==> config.mk <==
export PLATFORM = sky130hd
export DESIGN_NAME = xint_capture
export DESIGN_NICKNAME = d
export VERILOG_FILES = /design/src/rtl/xint_pkg.sv /design/src/rtl/xint_sync.sv /design/src/rtl/xint_sampler.sv /design/src/rtl/xint_flags.sv /design/src/rtl/xint_capture.sv
export SDC_FILE = /design/constraint.sdc
export NUM_CORES = 1
export LEC_CHECK = 0
export BUFFER_PORTS_ARGS = -buffer_cell sky130_fd_sc_hd__buf_2
export CAP_MARGIN = 0
export CORE_UTILIZATION = 51
export CTS_CLUSTER_DIAMETER = 100
export DETAILED_ROUTE_END_ITERATION = 12
export GPL_ROUTABILITY_DRIVEN = 0
export PLACE_DENSITY = 0.83
export SYNTH_ARGS = -nofsm -noshare
export SYNTH_HDL_FRONTEND = slang
export SYNTH_SLANG_ARGS = --single-unit
export TNS_END_PERCENT = 5
==> constraint.sdc <==
create_clock -name clk -period 3.28 [get_ports clk]
set_input_delay 0 -clock clk [delete_from_list [all_inputs] [get_ports clk]]
set_output_delay 0 -clock clk [all_outputs]
set_load 0.05 [all_outputs]
==> src/rtl/xint_pkg.sv <==
package xint_pkg;
    localparam int NSRC   = 7;
    localparam int LEG    = 2;
    localparam int POL    = 2;
    localparam int REG_W  = 8;
    localparam int ID_W   = $clog2(NSRC);

    typedef struct packed {
        logic [NSRC-1:0] flg;
        logic [POL-1:0]  typ;
    } xint_state_t;
endpackage

==> src/rtl/xint_sync.sv <==
module xint_sync #(
    parameter int W      = 7,
    parameter int STAGES = 2
) (
    input  logic         clk,
    input  logic         rst_n,
    input  logic [W-1:0] d_i,
    output logic [W-1:0] q_o
);
    logic [STAGES-1:0][W-1:0] chain_d, chain_q;

    always_comb begin
        chain_d = chain_q;
        chain_d[0] = d_i;
        for (int s = 1; s < STAGES; s++) begin
            chain_d[s] = chain_q[s-1];
        end
    end

    always_ff @(posedge clk or negedge rst_n) begin
        if (!rst_n) chain_q <= '1;
        else        chain_q <= chain_d;
    end

    assign q_o = chain_q[STAGES-1];
endmodule

==> src/rtl/xint_sampler.sv <==
module xint_sampler #(
    parameter int W = 7
) (
    input  logic         clk,
    input  logic         rst_n,
    input  logic         mc_stb,
    input  logic [W-1:0] sync_i,
    output logic [W-1:0] cur_o,
    output logic [W-1:0] rise_o,
    output logic [W-1:0] fall_o
);
    logic [W-1:0] cur_d, cur_q;

    always_comb begin
        cur_d  = cur_q;
        rise_o = '0;
        fall_o = '0;
        if (mc_stb) begin
            cur_d  = sync_i;
            rise_o = ~cur_q & sync_i;
            fall_o = cur_q & ~sync_i;
        end
    end

    always_ff @(posedge clk or negedge rst_n) begin
        if (!rst_n) cur_q <= '1;
        else        cur_q <= cur_d;
    end

    assign cur_o = cur_q;

    // the sample register moves only on a strobe
    a_r5_sample_holds: assert property (@(posedge clk) disable iff (!rst_n)
        !mc_stb |=> $stable(cur_q));
endmodule

==> src/rtl/xint_flags.sv <==
module xint_flags
    import xint_pkg::*;
(
    input  logic             clk,
    input  logic             rst_n,
    input  logic             mc_stb,
    input  logic [NSRC-1:0]  set_i,
    input  logic [LEG-1:0]   lvl_i,
    input  logic             wr_i,
    input  logic [REG_W-1:0] wdata_i,
    input  logic             ack_valid,
    input  logic [ID_W-1:0]  ack_id,
    output logic [NSRC-1:0]  flg_o,
    output logic [POL-1:0]   typ_o,
    output logic [REG_W-1:0] rdata_o
);
    xint_state_t s_d, s_q;

    always_comb begin
        s_d = s_q;
        // acknowledge clear has the lowest priority
        if (ack_valid) begin
            for (int i = 0; i < NSRC; i++) begin
                if (ack_id == ID_W'(i)) s_d.flg[i] = 1'b0;
            end
        end
        if (wr_i) begin
            s_d.typ = wdata_i[POL-1:0];
            for (int i = LEG; i < NSRC; i++) begin
                s_d.flg[i] = wdata_i[i - LEG + POL];
            end
        end
        // hardware set wins over both
        s_d.flg = s_d.flg | set_i;
        for (int k = 0; k < LEG; k++) begin
            if (lvl_i[k]) s_d.flg[k] = 1'b0;
        end
    end

    always_ff @(posedge clk or negedge rst_n) begin
        if (!rst_n) s_q <= '0;
        else        s_q <= s_d;
    end

    always_comb begin
        rdata_o = '0;
        rdata_o[POL-1:0] = s_q.typ;
        for (int i = LEG; i < NSRC; i++) begin
            rdata_o[i - LEG + POL] = s_q.flg[i];
        end
    end

    assign flg_o = s_q.flg;
    assign typ_o = s_q.typ;

    // nothing moves without a strobe, write or acknowledge
    a_r5_hold_idle: assert property (@(posedge clk) disable iff (!rst_n)
        (!mc_stb && !wr_i && !ack_valid && !(|lvl_i)) |=> $stable(s_q.flg));

    for (genvar i = 0; i < NSRC; i++) begin : g_chk
        localparam bit WRITABLE = (i >= LEG);
        // a flag rises only in a strobe or write cycle
        a_r5_rise_cause: assert property (@(posedge clk) disable iff (!rst_n)
            $rose(s_q.flg[i]) |-> ($past(mc_stb) || $past(wr_i)));
        // acknowledge clears when nothing else touches the flag
        a_r6_ack_clears: assert property (@(posedge clk) disable iff (!rst_n)
            (ack_valid && ack_id == ID_W'(i) && !set_i[i] && !(wr_i && WRITABLE))
            |=> !s_q.flg[i]);
        // a hardware set always lands
        a_r7_set_wins: assert property (@(posedge clk) disable iff (!rst_n)
            set_i[i] |=> s_q.flg[i]);
    end

    for (genvar k = 0; k < LEG; k++) begin : g_lvl
        // level-mode sources never hold a latched flag
        a_r8_no_latch: assert property (@(posedge clk) disable iff (!rst_n)
            lvl_i[k] |=> !s_q.flg[k]);
    end
endmodule

==> src/rtl/xint_capture.sv <==
module xint_capture
    import xint_pkg::*;
#(
    parameter int SYNC_STAGES = 2
) (
    input  logic             clk,
    input  logic             rst_n,
    input  logic             mc_stb,
    input  logic [NSRC-1:0]  pin_i,
    input  logic [LEG-1:0]   lvl_mode_i,
    input  logic [NSRC-1:0]  en_i,
    input  logic             reg_wr,
    input  logic [REG_W-1:0] reg_wdata,
    output logic [REG_W-1:0] reg_rdata,
    input  logic             ack_valid,
    input  logic [ID_W-1:0]  ack_id,
    output logic [NSRC-1:0]  req_o
);
    logic [NSRC-1:0] sync_w, cur_w, rise_w, fall_w, set_w, flg_w;
    logic [POL-1:0]  typ_w;

    xint_sync #(.W(NSRC), .STAGES(SYNC_STAGES)) u_sync (
        .clk   (clk),
        .rst_n (rst_n),
        .d_i   (pin_i),
        .q_o   (sync_w)
    );

    xint_sampler #(.W(NSRC)) u_samp (
        .clk    (clk),
        .rst_n  (rst_n),
        .mc_stb (mc_stb),
        .sync_i (sync_w),
        .cur_o  (cur_w),
        .rise_o (rise_w),
        .fall_o (fall_w)
    );

    for (genvar i = 0; i < NSRC; i++) begin : g_src
        if (i < LEG) begin : g_legacy
            assign set_w[i] = fall_w[i] & ~lvl_mode_i[i];
            assign req_o[i] = en_i[i] & (lvl_mode_i[i] ? ~cur_w[i] : flg_w[i]);
        end else if (i < LEG + POL) begin : g_pol
            assign set_w[i] = typ_w[i - LEG] ? rise_w[i] : fall_w[i];
            assign req_o[i] = en_i[i] & flg_w[i];
        end else begin : g_fixed
            assign set_w[i] = fall_w[i];
            assign req_o[i] = en_i[i] & flg_w[i];
        end
        // no request without its enable
        a_r9_req_enabled: assert property (@(posedge clk) disable iff (!rst_n)
            req_o[i] |-> en_i[i]);
    end

    xint_flags u_flags (
        .clk       (clk),
        .rst_n     (rst_n),
        .mc_stb    (mc_stb),
        .set_i     (set_w),
        .lvl_i     (lvl_mode_i),
        .wr_i      (reg_wr),
        .wdata_i   (reg_wdata),
        .ack_valid (ack_valid),
        .ack_id    (ack_id),
        .flg_o     (flg_w),
        .typ_o     (typ_w),
        .rdata_o   (reg_rdata)
    );
endmodule

==> results.md, run 1 <==
* Outcome: finished, final reports clean
* Post-synth EDFFs at 0
* Post-layout util at 0.737
* Compound-gate portion of the synthesized area at 0.109
* Final Cycle Share at 0.373
* Leakage Power at about 0.78 nW
* HPWL after detailed placement at approximately 1500 µm
* ANT cells at 0
* Fin crit period at 1.22 ns
* Worst R2R Setup Slack at 2.16 ns
* Clk_skew at around 0.011 ns
* Post-Syn Nets at between 100 and 150
* Clock share of power at 0.264
* Max Cap Viol at 0
* Logic pwr share at 0.210
* Worst hold endpoint: u_flags.flg_o[3]
* F_max at just over 0.8 GHz
* Worst EP required at between 3 and 4 ns
* RSZ-0062 raised after global routing: no
* Mux contribution to synthesized area at 0.0833
* Synthesized-area fraction occupied by and/or/nand/nor cells at 0.108
* Hold crit path type: in2reg
* Max-slew violations at 0
* Synth top area share at 0.454
* Switching part of the total at 0.287
* Final WL at 2200 µm
* Async set or reset register ratio after synthesis at 1.00
* First-pass GRT wire length at approximately 3700 µm
* Worst-path clk slew at ~0.09 ns
* R2r endpoint: u_flags.flg_o[3]
* VDD IR-drop max at around 0.47 mV
* Post-synth top area cell: dfstp_2
* Worst Path Max Fanout at 3
* Synth Register Bits at 30
* Post-Syn Area per Cell at 13.1 µm²
* Clock sinks at 30
* List of most frequent post-synthesis cells: dfstp_2 (21), nand2_1 (10), dfrtp_1 (9), mux2_2 (9), buf_4 (6)
* Most frequent cell after synthesis: dfstp_2
* Int Pwr at slightly below 0.6 mW
* WL/cell at about 12 µm
* Worst Path Arrival at 1.22 ns
* Net switching power at 0.235 mW
* Part of the power in registers at 0.526
* Relative slew slack at 0.584
* Worst-Skew Late Latency at roughly 0.32 ns
* Worst reg2reg startpoint: u_samp.cur_o[3]
* Port bufs at between 40 and 50
* Startpoint class of the critical path: flop
* Worst Setup End Kind: output port
* Htree depth at 2
* Largest family of logic cells by synthesized area: compound AO/OA/AOI/OAI gates
* Power Dens Cells at 496 mW/mm²
* GRT overflow at 0
* Synth Cell Area at approximately 0.0012 mm²
* Io pins at 47
* Min-delay src: reg_wr
* Die extent in y at about 50 µm
* CP Class: reg2out
* Clk root buf: clkbuf_4
* DRC violations left at 0
* Core Area at roughly 0.0022 mm²
* Setup TNS at 0 ns
* Share of cells above drive strength 1 at 0.532
* Register area share after synthesis at 0.639
* Iteration-0 DRC Markers at 9
* CTS max path bufs at 2
* Post-Synthesis Cells at 93
* Post-synthesis xor/xnor area fraction at 0
* Final nets at 185
* Vias/cell at between 4 and 5
* Synth Warn # at 0
* Post-CTS setup buffer count at 0
* Rows at 17
* Largest net degree at the start of global routing at 31
* Post-synth cell types at 26
* P&R area growth vs syn at 35.3%
* Final setup violation count at 0
* Hold Path Stages at 2
* Final hold viol count at 0
* Initial antenna violation count at 0
* Vias in the first global route at approximately 900
* TritonRoute pass-1 iters at 4
* Clock tree from TritonCTS: done
* Worst slew pin tran at 0.624 ns
* Adder-cell share of the synthesized area at 0
* Vias at about 880
* Top cells by area, synth: dfstp_2 (45%), dfrtp_1 (19%), mux2_2 (8.3%)
* Initial Util at 0.545
* Post-DRT Antenna Nets at 0
* Hold_buf cts at 17
* Die Wd at between 50 and 60 µm
* CTS resizes at 0
* R2R depth at 3
* Ys flop type: dfstp_2
* Die ar. at between 0.002 and 0.003 mm²
* Total GRT Usage at 0.208
* CTS buffer count at 5
## registers in the layout (all words and copies together) (netlist names)
name            flops
u_sync.chain_d      7
u_flags.flg_o       7
u_flags.typ_o       2
u_samp.cur_o        7
u_sync.q_o          7
## how the worst max path moves through the flow
stage                     startpoint          endpoint  slack, ns  cells past startpoint
global route         u_samp.cur_o[1]          req_o[1]       1.98                      3
finish               u_samp.cur_o[1]          req_o[1]       2.06                      3
detailed placement     u_sync.q_o[2]  u_flags.flg_o[2]       2.18                      3
CTS                  u_samp.cur_o[1]          req_o[1]       2.04                      3
floorplan           u_flags.typ_o[0]  u_flags.flg_o[2]       2.09                      3
global placement       u_sync.q_o[2]  u_flags.flg_o[2]       2.20                      3
## per-layer routing
metal,part of all wire,global-route usage,vias up
met3,0.069,0.0982,5
met1,0.41,0.214,403
met4,0.015,0.0694,0
li1,-,-,439
met2,0.51,0.369,37
met5,0,0,-
## critical path: stages, from the launching register on
cell and delay, ns:
dfstp_2 0.55, nand2_1 0.05, o211a_1 0.09, buf_2 0.20
## stage by stage
stage	area [µm²]	hold WS, ns	total power [mW]	instances	setup WS [ns]
detailed placement	1420	0.0474	0.592	157	2.18
CTS	1650	0.0171	0.829	182	2.04
floorplan	1220	-0.296	0.551	93	2.09
finish	1650	0.0358	0.817	182	2.06
global placement	1420	0.0398	0.586	157	2.20
global route	1650	0.0107	0.870	182	1.98
## final cells by class
cell class / instances / area (µm²)
repair buffers: 61 / 390
clock buffers: 8 / 58.8
inverters: 4 / 15.0
fillers: 167 / 588
well taps: 28 / 35.0
flip-flops and latches: 30 / 777
multi-input cells: 51 / 369
## cell families (layout without fill, tap and decap cells)
family / Yosys count / after routing
and+or+nand+nor: 23 / 23
AOI/OAI and AO/OA: 18 / 18
DFF: 30 / 30
muxes: 9 / 9
other: 1 / 1
buffers and inverters: 12 / 73
## layout by cell type (no fill, tap or decap), drive strengths merged
master,instances
clkbuf,8
o31ai,1
a221o,1
dfstp,21
o21ai,4
and3b,1
a32oi,2
conb,1
mux2,9
nand2b,3
buf,44
inv,4
o311ai,1
and2,5
nor3,1
o211ai,3
dlygate4sd3,17
dfrtp,9
nand3b,2
o22ai,1
o311a,1
nand2,10
o211a,2
a21oi,2
nor3b,1
## power groups by stage
stage / clock [mW] / combinational (mW) / sequential [mW]
2_1_floorplan: 0 / 0.111 / 0.440
3_3_place_gp: 0 / 0.153 / 0.433
3_5_place_dp: 0 / 0.156 / 0.436
4_1_cts: 0.227 / 0.172 / 0.430
5_1_grt: 0.252 / 0.184 / 0.434
6_report: 0.216 / 0.172 / 0.430
No activity file was read; power rests on OpenSTA's default activity.
==> inputs of run 2 (changes only) <==
--- a/config.mk
+++ b/config.mk
@@ -7,11 +7,11 @@
 export LEC_CHECK = 0
 export BUFFER_PORTS_ARGS = -buffer_cell sky130_fd_sc_hd__buf_2
 export CAP_MARGIN = 0
-export CORE_UTILIZATION = 51
+export CORE_UTILIZATION = 42
 export CTS_CLUSTER_DIAMETER = 100
 export DETAILED_ROUTE_END_ITERATION = 12
 export GPL_ROUTABILITY_DRIVEN = 0
-export PLACE_DENSITY = 0.83
+export PLACE_DENSITY = 0.73
 export SYNTH_ARGS = -nofsm -noshare
 export SYNTH_HDL_FRONTEND = slang
 export SYNTH_SLANG_ARGS = --single-unit
==> constraint.sdc (replaced) <==
create_clock -name clk -period 1 [get_ports clk]
set_input_delay 0 -clock clk [delete_from_list [all_inputs] [get_ports clk]]
set_output_delay 0 -clock clk [all_outputs]
set_load 0.05 [all_outputs]
==> run 2 against run 1 <==
Compared with the run above: wire length is 10% higher; critical endpoint is now req_o[0]; setup slack got worse by 2.3 ns; highest routed layer unchanged; clock power increased to 3.3 times the previous value; core utilization decreased by 9.6 points; clock skew is 0.0086 ns lower; the run now ends with negative setup slack left; critical path type unchanged; largest cell class unchanged.
==> results.md, run 2 (same netlist as run 1, synthesis figures left out) <==
* ANT cells at 0
* Int Pwr at between 1.5 and 2 mW
* Clock sinks at 30
* Die Wd at ~56 µm
* Leakage Power at 0.820 nW
* Reg area at a little under 800 µm²
* Multi-input logic area at a little under 400 µm²
* Violated checks: negative setup slack
* Final hold slack at between 0.03 and 0.04 ns
* Worst slew pin tran at ~0.6 ns
* Max-slew violations at 0
* TritonRoute pass-1 iters at 4
* Worst EP required at 1.00 ns
* Initial antenna violation count at 0
* Clk root buf: clkbuf_4
* Setup ws final at -0.199 ns
* RSZ-0062 raised after global routing: yes
* VDD IR-drop max at 1.23 mV
* Worst Path Max Fanout at 2
* Post-Layout Cell Count at approximately 190
* Worst-Skew Late Latency at 0.31 ns
* Power Dens Cells at around 1600 mW/mm²
* Total GRT Usage at 0.170
* Fillcell total at around 220
* Vias in the first global route at 971
* Most frequent cells in the layout: buf_2 (30), dfstp_2 (21), dlygate4sd3_1 (17)
* CP Class: reg2out
* Worst Path Arrival at 1.20 ns
* Hold crit path type: in2reg
* Part of the power in registers at 0.506
* Worst slack at placement at -0.112 ns
* Initial Util at 0.441
* Commonest non-fill, non-tap cell in the layout: buf_2
* Post-Place Cells at roughly 160
* DRC violations left at 0
* Post-DRT Antenna Nets at 0
* Relative slew slack at 0.608
* Worst Setup End Kind: output port
* P&R area growth vs syn at 45.3%
* Fin crit period at approximately 1.2 ns
* Clk_skew at between 0.002 and 0.003 ns
* CTS max path bufs at 2
* Die ar. at 0.00311 mm²
* Io pins at between 40 and 50
* Logic pwr share at 0.235
* Worst-path clk slew at about 0.090 ns
* WL/cell at roughly 13 µm
* Vias/cell at 4.88
* Final Cycle Share at 1.20
* Max Cap Viol at 0
* First-pass GRT wire length at about 4000 µm
* Setup TNS at -0.549 ns
* Switching part of the total at 0.291
* Final WL at approximately 2400 µm
* Port bufs at 44
* F_max at 0.834 GHz
* Vias at 923
* Die extent in y at between 50 and 60 µm
* CTS buffer count at 5
* Net switching power at just over 0.8 mW
* Core Area at about 0.0028 mm²
* GRT overflow at 0
* Outcome: complete, but fails checks
* Clock tree from TritonCTS: done
* Clock share of power at 0.259
* Share of cells above drive strength 1 at 0.620
* Htree depth at 2
* Design Power at around 2.8 mW
* Iteration-0 DRC Markers at 14
* Largest net degree at the start of global routing at 29
* Final hold viol count at 0
* Startpoint class of the critical path: flop
* Final setup violation count at 7
* Final nets at 189
* Rows at 19
* HPWL after detailed placement at approximately 1600 µm
## run 2: changes by cell type in the layout (fill, tap and decap cells not counted), sizes merged
cell	previous run	this run
clkbuf	8	12
buf	44	43
clkinv	0	1
## run 2: final timing paths
kind	slack [ns]	cells past startpoint	from	to
min in group asynchronous	0.22	2	rst_n	u_flags.flg_o[0]
min	0.04	3	ack_id[0]	u_flags.flg_o[6]
min reg2reg	0.36	0	u_sync.chain_d[11]	u_sync.q_o[4]
max	-0.20	3	u_samp.cur_o[0]	req_o[0]
max in group asynchronous	0.30	3	rst_n	u_flags.flg_o[5]
max reg2reg	-0.12	3	u_sync.q_o[2]	u_flags.flg_o[2]
## run 2: final cells by class
class / instances / share of cell area
clock inverter: 1 / 0.00283
timing repair buffer: 65 / 0.273
clock buffer: 7 / 0.0312
sequential: 30 / 0.441
tap: 31 / 0.0220
inverter: 4 / 0.00850
multi-input combinational: 51 / 0.222
## run 2: repair_timing
| item | CTS | global route |
|---|---|---|
| hold endpoints to repair | 22 | 0 |
| resized for setup | 20 | 14 |
| hold buffers | 17 | 0 |
| buffers inserted | 2 | 0 |
| endpoints found under the setup margin | 9 | 18 |
| pin swaps | 2 | 4 |
## run 2: routing by layer
layer	track usage	wire (µm)	vias to the layer above
li1	-	-	446
met1	0.179	986	435
met2	0.306	1240	35
met3	0.0488	116	7
met4	0.0906	70	0
met5	0	0	-
## run 2: through the flow
stage | area [µm²] | util
floorplan | 1220 | -
global placement | 1440 | 0.521
detailed placement | 1440 | 0.521
CTS | 1740 | 0.631
global route | 1770 | 0.641
finish | 1770 | 0.641
## run 2: power by group through the flow
stage,clock (mW),sequential (mW),combinational (mW)
global placement,0,1.42,0.509
CTS,0.754,1.41,0.637
floorplan,0,1.44,0.364
global route,0.812,1.43,0.698
finish,0.723,1.41,0.658
detailed placement,0,1.43,0.521
## run 2: critical path, stage by stage, from the launching register on
cell	delay, ns
dfstp_2	0.55
nand2_2	0.05
o211a_1	0.13
buf_6	0.15
==> inputs of run 3 (changes only) <==
--- a/config.mk
+++ b/config.mk
@@ -7,11 +7,11 @@
 export LEC_CHECK = 0
 export BUFFER_PORTS_ARGS = -buffer_cell sky130_fd_sc_hd__buf_2
 export CAP_MARGIN = 0
-export CORE_UTILIZATION = 42
+export CORE_UTILIZATION = 35
 export CTS_CLUSTER_DIAMETER = 100
 export DETAILED_ROUTE_END_ITERATION = 12
 export GPL_ROUTABILITY_DRIVEN = 0
-export PLACE_DENSITY = 0.73
+export PLACE_DENSITY = 0.63
 export SYNTH_ARGS = -nofsm -noshare
 export SYNTH_HDL_FRONTEND = slang
 export SYNTH_SLANG_ARGS = --single-unit
==> constraint.sdc (replaced) <==
create_clock -name clk -period 1 [get_ports clk]
set_input_delay 0 -clock clk [delete_from_list [all_inputs] [get_ports clk]]
set_output_delay 0 -clock clk [all_outputs]
set_load 0.005 [all_outputs]
==> run 3 against run 2 <==
Compared with the run above: largest power group unchanged; power decreased by 10%; the run still ends with negative setup slack left; highest routed layer unchanged; combinational power decreased by 42%; sequential power about the same.
==> results.md, run 3 (same netlist as run 1, synthesis figures left out) <==
* Outcome: complete, but fails checks
* Violated checks: negative setup slack
* HPWL after detailed placement at approximately 1600 µm
* Io pins at 47
* Worst EP required at 1.00 ns
* Fillcell total at roughly 310
* Power Dens Cells at between 1000 and 1500 mW/mm²
* Worst-path cell chain: nand2_1 -> o211a_1 -> buf_2
* RSZ-0062 raised after global routing: yes
* Clk root buf: clkbuf_4
* Final nets at about 190
* Rows at 21
* TritonRoute pass-1 iters at 6
* Met1 usage at 0.170
* DRC violations left at 0
* Startpoint class of the critical path: flop
* First-pass GRT wire length at ~3700 µm
* Design Power at ~2.5 mW
* Worst Path Arrival at around 1.1 ns
* Most frequent cells in the layout: buf_2 (44), dfstp_2 (21), dlygate4sd3_1 (17)
* Final setup violation count at 4
* WL/cell at approximately 12 µm
* Final Cycle Share at 1.13
* Worst path max stage delay at about 0.54 ns
* Initial Util at 0.364
* Port bufs at 44
* GRT overflow at 0
* Clock sinks at 30
* Iteration-0 DRC Markers at 16
* ANT cells at 0
* Core Area at 0.00334 mm²
* Total GRT Usage at 0.145
* Post-layout util at 0.513
* Final WL at 2360 µm
* Vias at between 900 and 1k
* Clock tree from TritonCTS: done
* CP Buf/Inv Count at 1
* Worst-path clk slew at ~0.090 ns
* P&R area growth vs syn at 40.7%
* Leakage Power at between 0.8 and 0.9 nW
* Share of cells above drive strength 1 at 0.580
* Final hold viol count at 0
* Die extent in y at ~61 µm
* Die ar. at between 0.003 and 0.004 mm²
* Max Cap Viol at 0
* VDD IR-drop max at ~0.86 mV
* Post-DRT Antenna Nets at 0
* Clk_skew at about 0.0064 ns
* Vias/cell at between 4 and 5
* Critical Path Slowest Stage Cell: dfstp_2
* Vias in the first global route at 846
* M2 GR Usage at 0.232
* Cell family with most CP delay: flip-flops
* Htree depth at 2
* Initial antenna violation count at 0
* Die Wd at 60.9 µm
* Worst-Skew Late Latency at approximately 0.32 ns
* Setup ws final at -0.125 ns
* Worst Path Max Fanout at 2
* F_max at around 0.9 GHz
* CP Class: reg2out
* CTS buffer count at 5
* Largest net degree at the start of global routing at 31
* Gr busiest metal: met2
* Hold crit path type: in2reg
* Worst Setup End Kind: output port
* Fin crit period at between 1 and 1.5 ns
* GR Layer Usage met3 at 0.0469
* Max-slew violations at 0
* CTS max path bufs at 2
* Commonest non-fill, non-tap cell in the layout: buf_2
## run 3: changes by cell type in the layout (fill, tap and decap cells not counted), sizes merged
| cell | delta |
|---|---|
| clkbuf | -5 |
| buf | +4 |
## run 3: cell type report
cell class	instances	area [µm²]	share of cell area
clock buffer	7	55.1	0.0322
clock inverter	1	5.00	0.00292
inverter	4	15.0	0.00877
multi-input combinational	51	389	0.227
sequential	30	777	0.454
tap	46	57.6	0.0336
timing repair buffer	64	413	0.241
## run 3: metrics by stage
| step | hold WS (ns) | setup TNS, ns | cell area [µm²] | setup WS, ns | std cells |
|---|---|---|---|---|---|
| global placement | 0.0166 | -0.107 | 1450 | -0.0714 | 176 |
| floorplan | -0.296 | -0.0888 | 1220 | -0.0635 | 93 |
| detailed placement | 0.0249 | -0.158 | 1450 | -0.0992 | 176 |
| global route | 0.0465 | -0.683 | 1710 | -0.182 | 203 |
| finish | 0.0411 | -0.362 | 1710 | -0.125 | 203 |
| CTS | 0.0235 | -0.388 | 1690 | -0.136 | 203 |
## run 3: per-layer routing
| metal | wire (µm) | up-vias |
|---|---|---|
| li1 | - | 446 |
| met1 | 967 | 425 |
| met2 | 1160 | 36 |
| met3 | 177 | 7 |
| met4 | 59 | 0 |
| met5 | 0 | - |
## run 3: path summary, 6_finish.rpt
check,startpoint,to,slack (ns),cells after the start
worst max-delay path,u_samp.cur_o[0],req_o[0],-0.13,3
worst max register to register,u_sync.q_o[2],u_flags.flg_o[2],-0.11,3
worst min-delay path,reg_wr,u_flags.flg_o[3],0.04,3
max in group asynchronous,rst_n,u_sync.q_o[4],0.48,3
worst min register to register,u_sync.chain_d[13],u_sync.q_o[6],0.35,0
min in group asynchronous,rst_n,u_flags.flg_o[2],0.21,3
## run 3: timing repair
item	4_1_cts	5_1_grt
hold buffers	17	0
buffers inserted	2	0
setup endpoints to repair	6	11
resized for setup	3	4
pin swaps	5	0
endpoints found under the hold margin	46	0
## run 3: where the power goes
group          internal [mW]  switching [mW]  leakage (nW)
clock                  0.340           0.378        0.0353
sequential              1.35          0.0592         0.330
combinational          0.231           0.153         0.438
## run 3: worst reg2reg max path, stage by stage, from the launching register on
cell,delay [ns]
dfstp_2,0.54
nand2b_4,0.11
o22ai_1,0.06
a221o_1,0.29
